==> config.mk <==
export PLATFORM = sky130hd
export DESIGN_NAME = hs_share_unit
export DESIGN_NICKNAME = d
export VERILOG_FILES = /design/src/rtl/hs_share_pkg.sv /design/src/rtl/hs_decouple_chan.sv /design/src/rtl/hs_grant_arbiter.sv /design/src/rtl/hs_unit_merge.sv /design/src/rtl/hs_share_unit.sv
export SDC_FILE = /design/constraint.sdc
export NUM_CORES = 1
export LEC_CHECK = 0
export ABC_AREA = 1
export BUFFER_PORTS_ARGS = -buffer_cell sky130_fd_sc_hd__buf_2
export CAP_MARGIN = 20
export CORE_MARGIN = 2
export CORE_UTILIZATION = 50
export DETAILED_ROUTE_END_ITERATION = 10
export PLACE_DENSITY = 0.71
export SETUP_SLACK_MARGIN = 0.05
export SYNTH_ARGS = -nofsm -noshare
export SYNTH_HDL_FRONTEND = slang
export SYNTH_SLANG_ARGS = --single-unit
==> constraint.sdc <==
create_clock -name clk -period 1.6 [get_ports clk]
set_input_delay 0 -clock clk [delete_from_list [all_inputs] [get_ports clk]]
set_output_delay 0 -clock clk [all_outputs]
set_load 0.005 [all_outputs]
==> src/rtl/hs_share_pkg.sv <==
package hs_share_pkg;

    typedef enum logic {
        SHARE_MERGE   = 1'b0,
        SHARE_ARBITER = 1'b1
    } share_mode_e;

    typedef enum logic [1:0] {
        CH_IDLE     = 2'd0,
        CH_UNIT     = 2'd1,
        CH_UNIT_RTZ = 2'd2,
        CH_HOLD     = 2'd3
    } ch_state_e;

    typedef struct packed {
        logic pending;
        logic unit_req;
        logic active;
        logic release_done;
        logic ack;
    } ch_status_t;

endpackage

==> src/rtl/hs_decouple_chan.sv <==
module hs_decouple_chan
    import hs_share_pkg::*;
(
    input  logic       clk,
    input  logic       rst,
    input  logic       req_i,
    input  logic       go_i,
    input  logic       unit_ack_i,
    output ch_status_t status_o
);

    ch_state_e st_q;

    always_ff @(posedge clk) begin
        if (rst) begin
            st_q <= CH_IDLE;
        end else begin
            unique case (st_q)
                CH_IDLE:     if (req_i && go_i) st_q <= CH_UNIT;
                CH_UNIT:     if (unit_ack_i)    st_q <= CH_UNIT_RTZ;
                CH_UNIT_RTZ: if (!unit_ack_i)   st_q <= CH_HOLD;
                CH_HOLD:     if (!req_i)        st_q <= CH_IDLE;
                default:                        st_q <= CH_IDLE;
            endcase
        end
    end

    always_comb begin
        status_o.pending      = (st_q == CH_IDLE) && req_i;
        status_o.unit_req     = (st_q == CH_UNIT);
        status_o.active       = (st_q == CH_UNIT) || (st_q == CH_UNIT_RTZ);
        status_o.release_done = (st_q == CH_UNIT_RTZ) && !unit_ack_i;
        status_o.ack          = (st_q == CH_HOLD);
    end

    AST_ACK_FOLLOWS_REQ: assert property (@(posedge clk) disable iff (rst)
        (status_o.ack && !req_i) |=> !status_o.ack);
    AST_ACK_AFTER_RTZ: assert property (@(posedge clk) disable iff (rst)
        $rose(status_o.ack) |-> !unit_ack_i);
    AST_NO_REFIRE: assert property (@(posedge clk) disable iff (rst)
        (status_o.ack && req_i) |=> !status_o.unit_req);

endmodule

==> src/rtl/hs_grant_arbiter.sv <==
module hs_grant_arbiter #(
    parameter int N_CH = 3
) (
    input  logic            clk,
    input  logic            rst,
    input  logic [N_CH-1:0] pending_i,
    input  logic [N_CH-1:0] release_i,
    output logic [N_CH-1:0] grant_o
);

    localparam logic [N_CH-1:0] ONE = {{(N_CH-1){1'b0}}, 1'b1};

    logic [N_CH-1:0] grant_q;
    logic [N_CH-1:0] lowest;
    logic            grant_done;

    assign lowest     = pending_i & (~pending_i + ONE);
    assign grant_done = |(grant_q & release_i);

    always_ff @(posedge clk) begin
        if (rst) begin
            grant_q <= '0;
        end else if (grant_done) begin
            grant_q <= '0;
        end else if ((grant_q == '0) && (|pending_i)) begin
            grant_q <= lowest;
        end
    end

    assign grant_o = grant_q;

    AST_GRANT_ONEHOT: assert property (@(posedge clk) disable iff (rst)
        $onehot0(grant_q));
    AST_GRANT_HELD: assert property (@(posedge clk) disable iff (rst)
        ((grant_q != '0) && !grant_done) |=> $stable(grant_q));

endmodule

==> src/rtl/hs_unit_merge.sv <==
module hs_unit_merge #(
    parameter int N_CH = 3
) (
    input  logic            clk,
    input  logic            rst,
    input  logic [N_CH-1:0] ch_unit_req_i,
    input  logic [N_CH-1:0] ch_active_i,
    input  logic            unit_ack_i,
    output logic            unit_req_o,
    output logic [N_CH-1:0] ch_unit_ack_o
);

    assign unit_req_o    = |ch_unit_req_i;
    assign ch_unit_ack_o = ch_active_i & {N_CH{unit_ack_i}};

    AST_ONE_OWNER: assert property (@(posedge clk) disable iff (rst)
        $countones(ch_active_i) <= 1);
    AST_UNIT_RELEASED: assert property (@(posedge clk) disable iff (rst)
        (unit_req_o && unit_ack_i) |=> !unit_req_o);

endmodule

==> src/rtl/hs_share_unit.sv <==
module hs_share_unit
    import hs_share_pkg::*;
#(
    parameter int          N_CH = 3,
    parameter share_mode_e MODE = SHARE_ARBITER
) (
    input  logic            clk,
    input  logic            rst,
    input  logic [N_CH-1:0] ch_req_i,
    output logic [N_CH-1:0] ch_ack_o,
    output logic            unit_req_o,
    input  logic            unit_ack_i
);

    ch_status_t      st [N_CH];
    logic [N_CH-1:0] pending;
    logic [N_CH-1:0] ch_unit_req;
    logic [N_CH-1:0] active;
    logic [N_CH-1:0] release_done;
    logic [N_CH-1:0] go;
    logic [N_CH-1:0] steered_ack;

    for (genvar i = 0; i < N_CH; i++) begin : g_chan
        hs_decouple_chan u_chan (
            .clk        (clk),
            .rst        (rst),
            .req_i      (ch_req_i[i]),
            .go_i       (go[i]),
            .unit_ack_i (steered_ack[i]),
            .status_o   (st[i])
        );
        assign pending[i]      = st[i].pending;
        assign ch_unit_req[i]  = st[i].unit_req;
        assign active[i]       = st[i].active;
        assign release_done[i] = st[i].release_done;
        assign ch_ack_o[i]     = st[i].ack;
    end

    if (MODE == SHARE_ARBITER) begin : g_arb
        hs_grant_arbiter #(.N_CH(N_CH)) u_arb (
            .clk       (clk),
            .rst       (rst),
            .pending_i (pending),
            .release_i (release_done),
            .grant_o   (go)
        );
    end else begin : g_merge
        assign go = '1;
        AST_MERGE_EXCLUSIVE: assert property (@(posedge clk) disable iff (rst)
            $countones(pending | active) <= 1);
    end

    hs_unit_merge #(.N_CH(N_CH)) u_merge (
        .clk           (clk),
        .rst           (rst),
        .ch_unit_req_i (ch_unit_req),
        .ch_active_i   (active),
        .unit_ack_i    (unit_ack_i),
        .unit_req_o    (unit_req_o),
        .ch_unit_ack_o (steered_ack)
    );

endmodule

==> metrics.cfg, run 1 <==
[outcome]
outcome=finished, final reports clean

[worst_setup_path]
cpPeakStageDelay_ns=0.40
cp-startpoint=g_chan[1].u_chan.st_q[1]$_SDFFE_PP0P_
crit_required_ns=1.60
cp-start-kind=register
critPathSlowestCell=dfxtp_1
path_max_fanout=4
endpoint_kind=output pin
reg2reg_from=g_chan[0].u_chan.st_q[0]$_SDFFE_PP0P_
crit_chain=inv_1, ha_1, or3_1, buf_2
criticalPathCategory=reg2out
crit_arrival_ns=1.50

[cts]
numClockSinks=9
clkTransAtPathRegs_ns=0.07
cts_made_buffers=3
h-tree-depth=1
cts_max_path_buffers=2
root_buffer=clkbuf_4
cts_tree=built
cts_hold_buffers=0
cts.repair.resized=0
post_cts_buffers=0
clk_latency_ns=0.28

[pwr]
ir_worst_vdd_uv=800
p_total_uw=1410
cellPowerDensity_nw_per_um2=1640
power.leakage_uw=0.000438

[yosys]
ys_warn_count=0
synth_nets=129
synth_area_um2=769
syn_avg_cell_area_um2=7.00
synth-seq-area-share_pct=23.4
synth.distinct_cells=13
synth-seq-cells=9
netlist_instances=110

[floorplan]
die_y_um=43.2
io_pins=10
rows=14
die_w_um=43.2
core_area_um2=1470
dieArea_um2=1870
start_util_pct=52.3

[layout]
drive_gt1_share_pct=22.0
final_cell_mix=nand2_1, nor2_1, inv_1, ha_1
area_growth_pct=11.9
nets=143
layout_commonest_cell=nand2_1
antennaDiodeCount=0

[detailed_routing]
wl_per_cell_um=11.1
ant_nets=0
route.detailed.drc=0
vias=692
routed_wl_um=1540
first_pass_iters=4
drt-initial-drc-count=19
routed_via_density=4.98

[min_path]
min_from=rst
hp-class=in2reg

[sta]
slew_headroom_pct=82.4
setup_viol=0
rsz0062_at_grt=false
skew_ns=0.00858
worst_pin_slew_ns=0.263
finalCriticalPeriod_ns=1.50
finalMaxSlewViolations=0
final.setup.tns_ns=0
fin_crit_sh_pct=93.8
hold_violations=0
max_freq_mhz=666

[place]
port_buffers=9
hpwlAfterDp_um=1260
place_congestion=0.823

[global_route]
globalRouteOverflowTotal=0
antenna_found_initial=0
globalRouteTotalUtil_pct=19.9
grt_pass1_wl_um=2750
grt_pass1_vias=674
grt_max_degree=8

[run]
max-cap-violations=0

==> worst max-delay path, delay by kind of cell (launching register included) <==
kind / cells / cell delay, ns
flops: 1 / 0.40
simple gates: 1 / 0.39
buf+inv: 2 / 0.22
fa+ha+maj: 1 / 0.22
==> final timing paths <==
kind | endpoint | slack (ns) | cells after the start
worst min register to register | g_chan[2].u_chan.st_q[1]$_SDFFE_PP0P_ | 0.53 | 2
worst max-delay path | unit_req_o | 0.1 | 4
worst min-delay path | g_chan[1].u_chan.st_q[0]$_SDFFE_PP0P_ | 0.08 | 4
worst max register to register | g_chan[0].u_chan.st_q[0]$_SDFFE_PP0P_ | 0.29 | 8
==> routing by layer <==
metal / share of wire [%] / up-vias / global-route usage [%]
li1: - / 372 / -
met1: 48 / 308 / 23.5
met2: 47 / 8 / 34.9
met3: 2.4 / 4 / 2.55
met4: 2.5 / 0 / 9.09
met5: 0 / - / 0
==> kinds of logic after synthesis <==
logic type                 after synthesis  share of synthesized area [%]
AOI/OAI and AO/OA                        3                           1.95
adders and majority gates               13                           21.1
buffers and inverters                   15                           7.32
DFF                                      9                           23.4
and+or+nand+nor                         70                           46.2
==> where the power goes <==
group	switching [µW]	total [µW]	internal, µW
Combinational	491	832	340
Clock	97.3	194	96.7
Sequential	86.2	388	302
==> stage by stage <==
stage	setup slack [ns]	std cells	instance area (µm²)	util, %	hold slack [ns]
6_report	0.0985	139	861	58.5	0.0830
5_1_grt	0.0651	139	861	58.5	0.114
4_1_cts	0.119	139	861	58.5	0.0840
3_5_place_dp	0.288	135	835	56.7	0.362
3_3_place_gp	0.349	135	835	56.7	0.363
2_1_floorplan	0.411	110	769	-	0.215
==> Yosys cell counts, drive strengths merged <==
master / instances / area (µm²)
a21oi: 3 / 15.0
dfxtp: 9 / 180
ha: 13 / 163
inv: 15 / 56.3
nand2: 34 / 173
nand3: 3 / 15.0
nand4: 7 / 43.8
nor2: 24 / 113
nor3: 1 / 5.00
or3: 1 / 6.26
==> sequential cells by signal (all words and copies together), names as in the netlist <==
| register | cells |
|---|---|
| g_chan.u_chan.st_q | 6 |
| g_arb.u_arb.grant_o | 3 |
==> final cells by class <==
class	instances	area [µm²]
Fill cell	153	611
Multi-Input combinational cell	86	533
Timing Repair Buffer	9	45.0
Clock buffer	4	26.3
Inverter	15	56.3
Tap cell	16	20.0
Sequential cell	9	180
No activity file was read; power rests on OpenSTA's default activity.
==> inputs of run 2 (changes only) <==
--- a/config.mk
+++ b/config.mk
@@ -9,10 +9,11 @@
 export BUFFER_PORTS_ARGS = -buffer_cell sky130_fd_sc_hd__buf_2
 export CAP_MARGIN = 20
 export CORE_MARGIN = 2
-export CORE_UTILIZATION = 50
+export CORE_UTILIZATION = 55
 export DETAILED_ROUTE_END_ITERATION = 10
-export PLACE_DENSITY = 0.71
+export PLACE_DENSITY = 0.76
 export SETUP_SLACK_MARGIN = 0.05
+export SLEW_MARGIN = 5
 export SYNTH_ARGS = -nofsm -noshare
 export SYNTH_HDL_FRONTEND = slang
 export SYNTH_SLANG_ARGS = --single-unit
==> run 2 against run 1 <==
  * Count of clock-buffer cells in the layout is the same
  * Via count shrank 0.87%
  * Core utilization grew 7.6 points
  * Sequential share of layout area is essentially flat
  * Largest cell class unchanged
  * First-iteration DRC count shrank 21%
  * Sequential power is essentially flat
  * Combinational power shrank 0.7%
  * Cell count shrank 0.72%
  * Non-clock buffer count is the same
  * Maximum frequency grew 4.6%
==> metrics.cfg, run 2 (synthesis results as in run 1) <==
[cts]
cts.repair.resized=0
post_cts_buffers=0
cts_made_buffers=3
cts_hold_buffers=0
clkTransAtPathRegs_ns=0.07
numClockSinks=9
cts_max_path_buffers=2
root_buffer=clkbuf_4
h-tree-depth=1
cts_tree=built
clk_latency_ns=0.26

[layout]
drive_gt1_share_pct=22.0
nets=143
regArea_um2=180
layout_commonest_cell=nand2_1
largest_reg_flops=6
fill_cells=124
top_register=g_chan.u_chan.st_q
multi_input_area_um2=533
finalNonFillerCells=138
antennaDiodeCount=0
area_growth_pct=11.7
final_cell_mix=nand2_1, nor2_1, inv_1, ha_1

[global_route]
antenna_found_initial=0
grt_pass1_vias=590
grt_max_degree=8
grt_pass1_wl_um=2480
globalRouteOverflowTotal=0
globalRouteTotalUtil_pct=18.4

[sta]
finalCriticalPeriod_ns=1.43
skew_ns=0.00369
finalMaxSlewViolations=0
worst_pin_slew_ns=0.233
rsz0062_at_grt=false
hold_violations=0
final.setup.tns_ns=0
fin_crit_sh_pct=89.7
max_freq_mhz=697
slew_headroom_pct=84.3
setup_viol=0

[floorplan]
die_w_um=41.4
dieArea_um2=1710
io_pins=10
core_area_um2=1300
start_util_pct=59.1
rows=13
die_y_um=41.4

[pwr]
power.leakage_uw=0.000438
netSwitchingFraction_pct=47.2
seq_power_share_pct=27.6
p_clk_share_pct=13.3
p_total_uw=1400
comb_power_share_pct=59.1
ir_worst_vdd_uv=824
p_int_uw=737
switchingPower_uw=660
cellPowerDensity_nw_per_um2=1630

[place]
place_inst=134
hpwlAfterDp_um=1180
port_buffers=9
place_congestion=0.788

[worst_setup_path]
endpoint_kind=output pin
path_depth=4
criticalPathCategory=reg2out
reg2reg_slack_ns=0.31
path_buf_inv=2
crit_chain=inv_1, ha_1, or3_1, buf_2
path_delay_family=flip-flops
r2r_end=g_chan[0].u_chan.st_q[0]$_SDFFE_PP0P_
reg2reg_from=g_chan[0].u_chan.st_q[0]$_SDFFE_PP0P_
path_max_fanout=4
ff2ff_path_depth=8
cpPeakStageDelay_ns=0.38
critPathCapture=unit_req_o
critPathSlowestCell=dfxtp_1
cp-start-kind=register
crit_required_ns=1.60
crit_arrival_ns=1.43
cp-startpoint=g_chan[2].u_chan.st_q[1]$_SDFFE_PP0P_

[detailed_routing]
vias=686
routed_wl_um=1470
drt-initial-drc-count=15
route.detailed.drc=0
routed_via_density=4.97
wl_per_cell_um=10.6
first_pass_iters=4
ant_nets=0

[run]
max-cap-violations=0

[outcome]
outcome=finished, final reports clean

[min_path]
hp-class=in2reg

-- run 2: cell counts in the layout (fill, tap and decap cells not counted) --
No cell type changed its count.
-- run 2: tightest hold or removal path: stages --
cell and delay (ns):
buf_2 0.07, inv_1 0.10, nand2_1 0.09, nor2_1 0.03
-- run 2: how the worst min path moves through the flow --
stage               startpoint                               endpoint  slack (ns)  cells after the start
CTS                        rst  g_chan[0].u_chan.st_q[1]$_SDFFE_PP0P_        0.06                      4
detailed placement         rst  g_chan[2].u_chan.st_q[1]$_SDFFE_PP0P_        0.35                      4
finish                     rst  g_chan[2].u_chan.st_q[1]$_SDFFE_PP0P_        0.07                      4
global route               rst  g_chan[2].u_chan.st_q[1]$_SDFFE_PP0P_        0.09                      4
floorplan                  rst  g_chan[0].u_chan.st_q[0]$_SDFFE_PP0P_        0.21                      3
global placement           rst  g_chan[2].u_chan.st_q[0]$_SDFFE_PP0P_        0.34                      4
-- run 2: layout make-up --
| type | instances | area share [%] |
|---|---|---|
| Sequential cell | 9 | 21.0 |
| Clock buffer | 4 | 3.06 |
| Multi-Input combinational cell | 86 | 62.0 |
| Timing Repair Buffer | 9 | 5.24 |
| Inverter | 15 | 6.55 |
| Tap cell | 15 | 2.18 |
-- run 2: power groups by stage --
stage | Combinational, µW | Clock [µW] | Sequential (µW)
floorplan | 685 | 0 | 368
global placement | 798 | 0 | 385
detailed placement | 828 | 0 | 391
CTS | 833 | 192 | 385
global route | 949 | 195 | 397
finish | 826 | 185 | 386
-- run 2: stage by stage --
| step | cell area [µm²] | setup slack (ns) | util, % | hold slack, ns |
|---|---|---|---|---|
| 3_3_place_gp | 833 | 0.353 | 64.0 | 0.344 |
| 3_5_place_dp | 833 | 0.317 | 64.0 | 0.348 |
| 4_1_cts | 860 | 0.164 | 66.1 | 0.0603 |
| 2_1_floorplan | 769 | 0.411 | - | 0.215 |
| 6_report | 860 | 0.165 | 66.1 | 0.0656 |
| 5_1_grt | 860 | 0.107 | 66.1 | 0.0879 |
-- run 2: routing by layer --
| metal | vias up | GRT usage (%) | routed length, µm |
|---|---|---|---|
| met5 | - | 0 | 0 |
| met4 | 0 | 7.74 | 9 |
| met3 | 2 | 3.91 | 55 |
| met2 | 14 | 29.4 | 702 |
| met1 | 301 | 23.9 | 698 |
| li1 | 369 | - | - |
==> inputs of run 3 (changes only) <==
==> constraint.sdc (replaced) <==
create_clock -name clk -period 1.6 [get_ports clk]
set_input_delay 0 -clock clk [delete_from_list [all_inputs] [get_ports clk]]
set_output_delay 0 -clock clk [all_outputs]
set_load 0.05 [all_outputs]
==> run 3 against run 2 <==
  * Sequential share of layout area increased by 0.28 points
  * Setup slack got worse by 0.038 ns
  * Sequential power increased by 1%
  * Clock skew about the same
  * Power increased by 7.5%
  * Die area unchanged
  * Worst hold slack got worse by 0.0072 ns
  * Flip-flop and latch count unchanged
  * Critical path depth unchanged
  * Clock power about the same
  * Highest routed layer unchanged
==> metrics.cfg, run 3 (synthesis results as in run 1) <==
[floorplan]
core_area_um2=1300
io_pins=10
start_util_pct=59.1
dieArea_um2=1710
die_w_um=41.4
die_y_um=41.4
rows=13

[cts]
cts_hold_buffers=0
cts.repair.resized=0
post_cts_buffers=0
numClockSinks=9
clk_latency_ns=0.26
cts_made_buffers=3
root_buffer=clkbuf_4
clkTransAtPathRegs_ns=0.07
h-tree-depth=1
cts_max_path_buffers=2
cts_tree=built

[detailed_routing]
routed_wl_um=1470
drt-initial-drc-count=15
vias=686
routed_via_density=4.97
wl_per_cell_um=10.6
first_pass_iters=4
ant_nets=0
route.detailed.drc=0

[place]
dp_slack_ns=0.317
port_buffers=9
place_congestion=0.788
hpwlAfterDp_um=1180

[sta]
finalCriticalPeriod_ns=1.47
holdWs_ns=0.0583
fin_crit_sh_pct=92.0
finalMaxSlewViolations=0
final.setup.tns_ns=0
hold_violations=0
final.setup.worst_slack_ns=0.128
skew_ns=0.00369
rsz0062_at_grt=false
slew_headroom_pct=84.3
worst_pin_slew_ns=0.233
max_freq_mhz=679
setup_viol=0

[min_path]
min_from=rst
hp-class=in2reg

[layout]
nets=143
area_growth_pct=12.5
antennaDiodeCount=0
largest_reg_flops=6
final_cell_mix=nand2_1, nor2_1, inv_1, ha_1, nand2_2
drive_gt1_share_pct=24.4
top_register=g_chan.u_chan.st_q
layout_commonest_cell=nand2_1

[global_route]
antenna_found_initial=0
globalRouteTotalUtil_pct=18.4
grt_pass1_vias=590
globalRouteOverflowTotal=0
grt_pass1_wl_um=2480
grt_max_degree=8

[pwr]
ir_worst_vdd_uv=961
cellPowerDensity_nw_per_um2=1740
power.leakage_uw=0.000440

[run]
max-cap-violations=0

[worst_setup_path]
crit_arrival_ns=1.47
endpoint_kind=output pin
cp-startpoint=g_chan[2].u_chan.st_q[1]$_SDFFE_PP0P_
cp-start-kind=register
crit_required_ns=1.60
path_max_fanout=4
reg2reg_from=g_chan[0].u_chan.st_q[0]$_SDFFE_PP0P_
criticalPathCategory=reg2out
reg2reg_slack_ns=0.31

[outcome]
outcome=finished, final reports clean

run 3: cell count changes in the layout (fill, tap and decap cells not counted):
cell	delta
dfxtp_1	-3
dfxtp_2	+3
clkbuf_4	+1
buf_2	-1
run 3: worst max-delay path, cell delays in order (launching register included):
cell      delay, ns
dfxtp_2        0.36
inv_1          0.07
ha_1           0.21
or3_1          0.35
clkbuf_4       0.22
run 3: worst paths after layout:
path,cells after the start,to
worst max-delay path,4,unit_req_o
worst min-delay path,4,g_chan[2].u_chan.st_q[1]$_SDFFE_PP0P_
worst max register to register,8,g_chan[0].u_chan.st_q[0]$_SDFFE_PP0P_
worst min register to register,2,g_chan[0].u_chan.st_q[1]$_SDFFE_PP0P_
run 3: per-layer routing:
layer  share of wire (%)  up-vias  global-route usage (%)
met4                0.61        0                    7.74
met1                  48      301                    23.9
met5                   0        -                       0
met2                  48       14                    29.4
met3                 3.8        2                    3.91
li1                    -      369                       -
run 3: power by group:
group,leakage (µW),switching (µW),internal [µW]
Sequential,0.0000754,84.4,307
Clock,0.0000150,88.9,96.4
Combinational,0.000349,577,349
run 3: final cells by class:
type | count | area [µm²]
multi-input cells | 86 | 533
fillers | 125 | 435
flip-flops and latches | 9 | 184
inverters | 15 | 56.3
repair buffers | 9 | 47.5
clock buffers | 4 | 26.3
well taps | 15 | 18.8
run 3: metrics by stage:
step,util (%),instance area [µm²],total power [µW],std cells
after floorplan,-,769,1150,110
after global placement,64.0,833,1270,134
after detailed placement,64.0,833,1310,134
after CTS,66.1,860,1500,138
after global routing,66.5,866,1650,138
final,66.5,866,1500,138
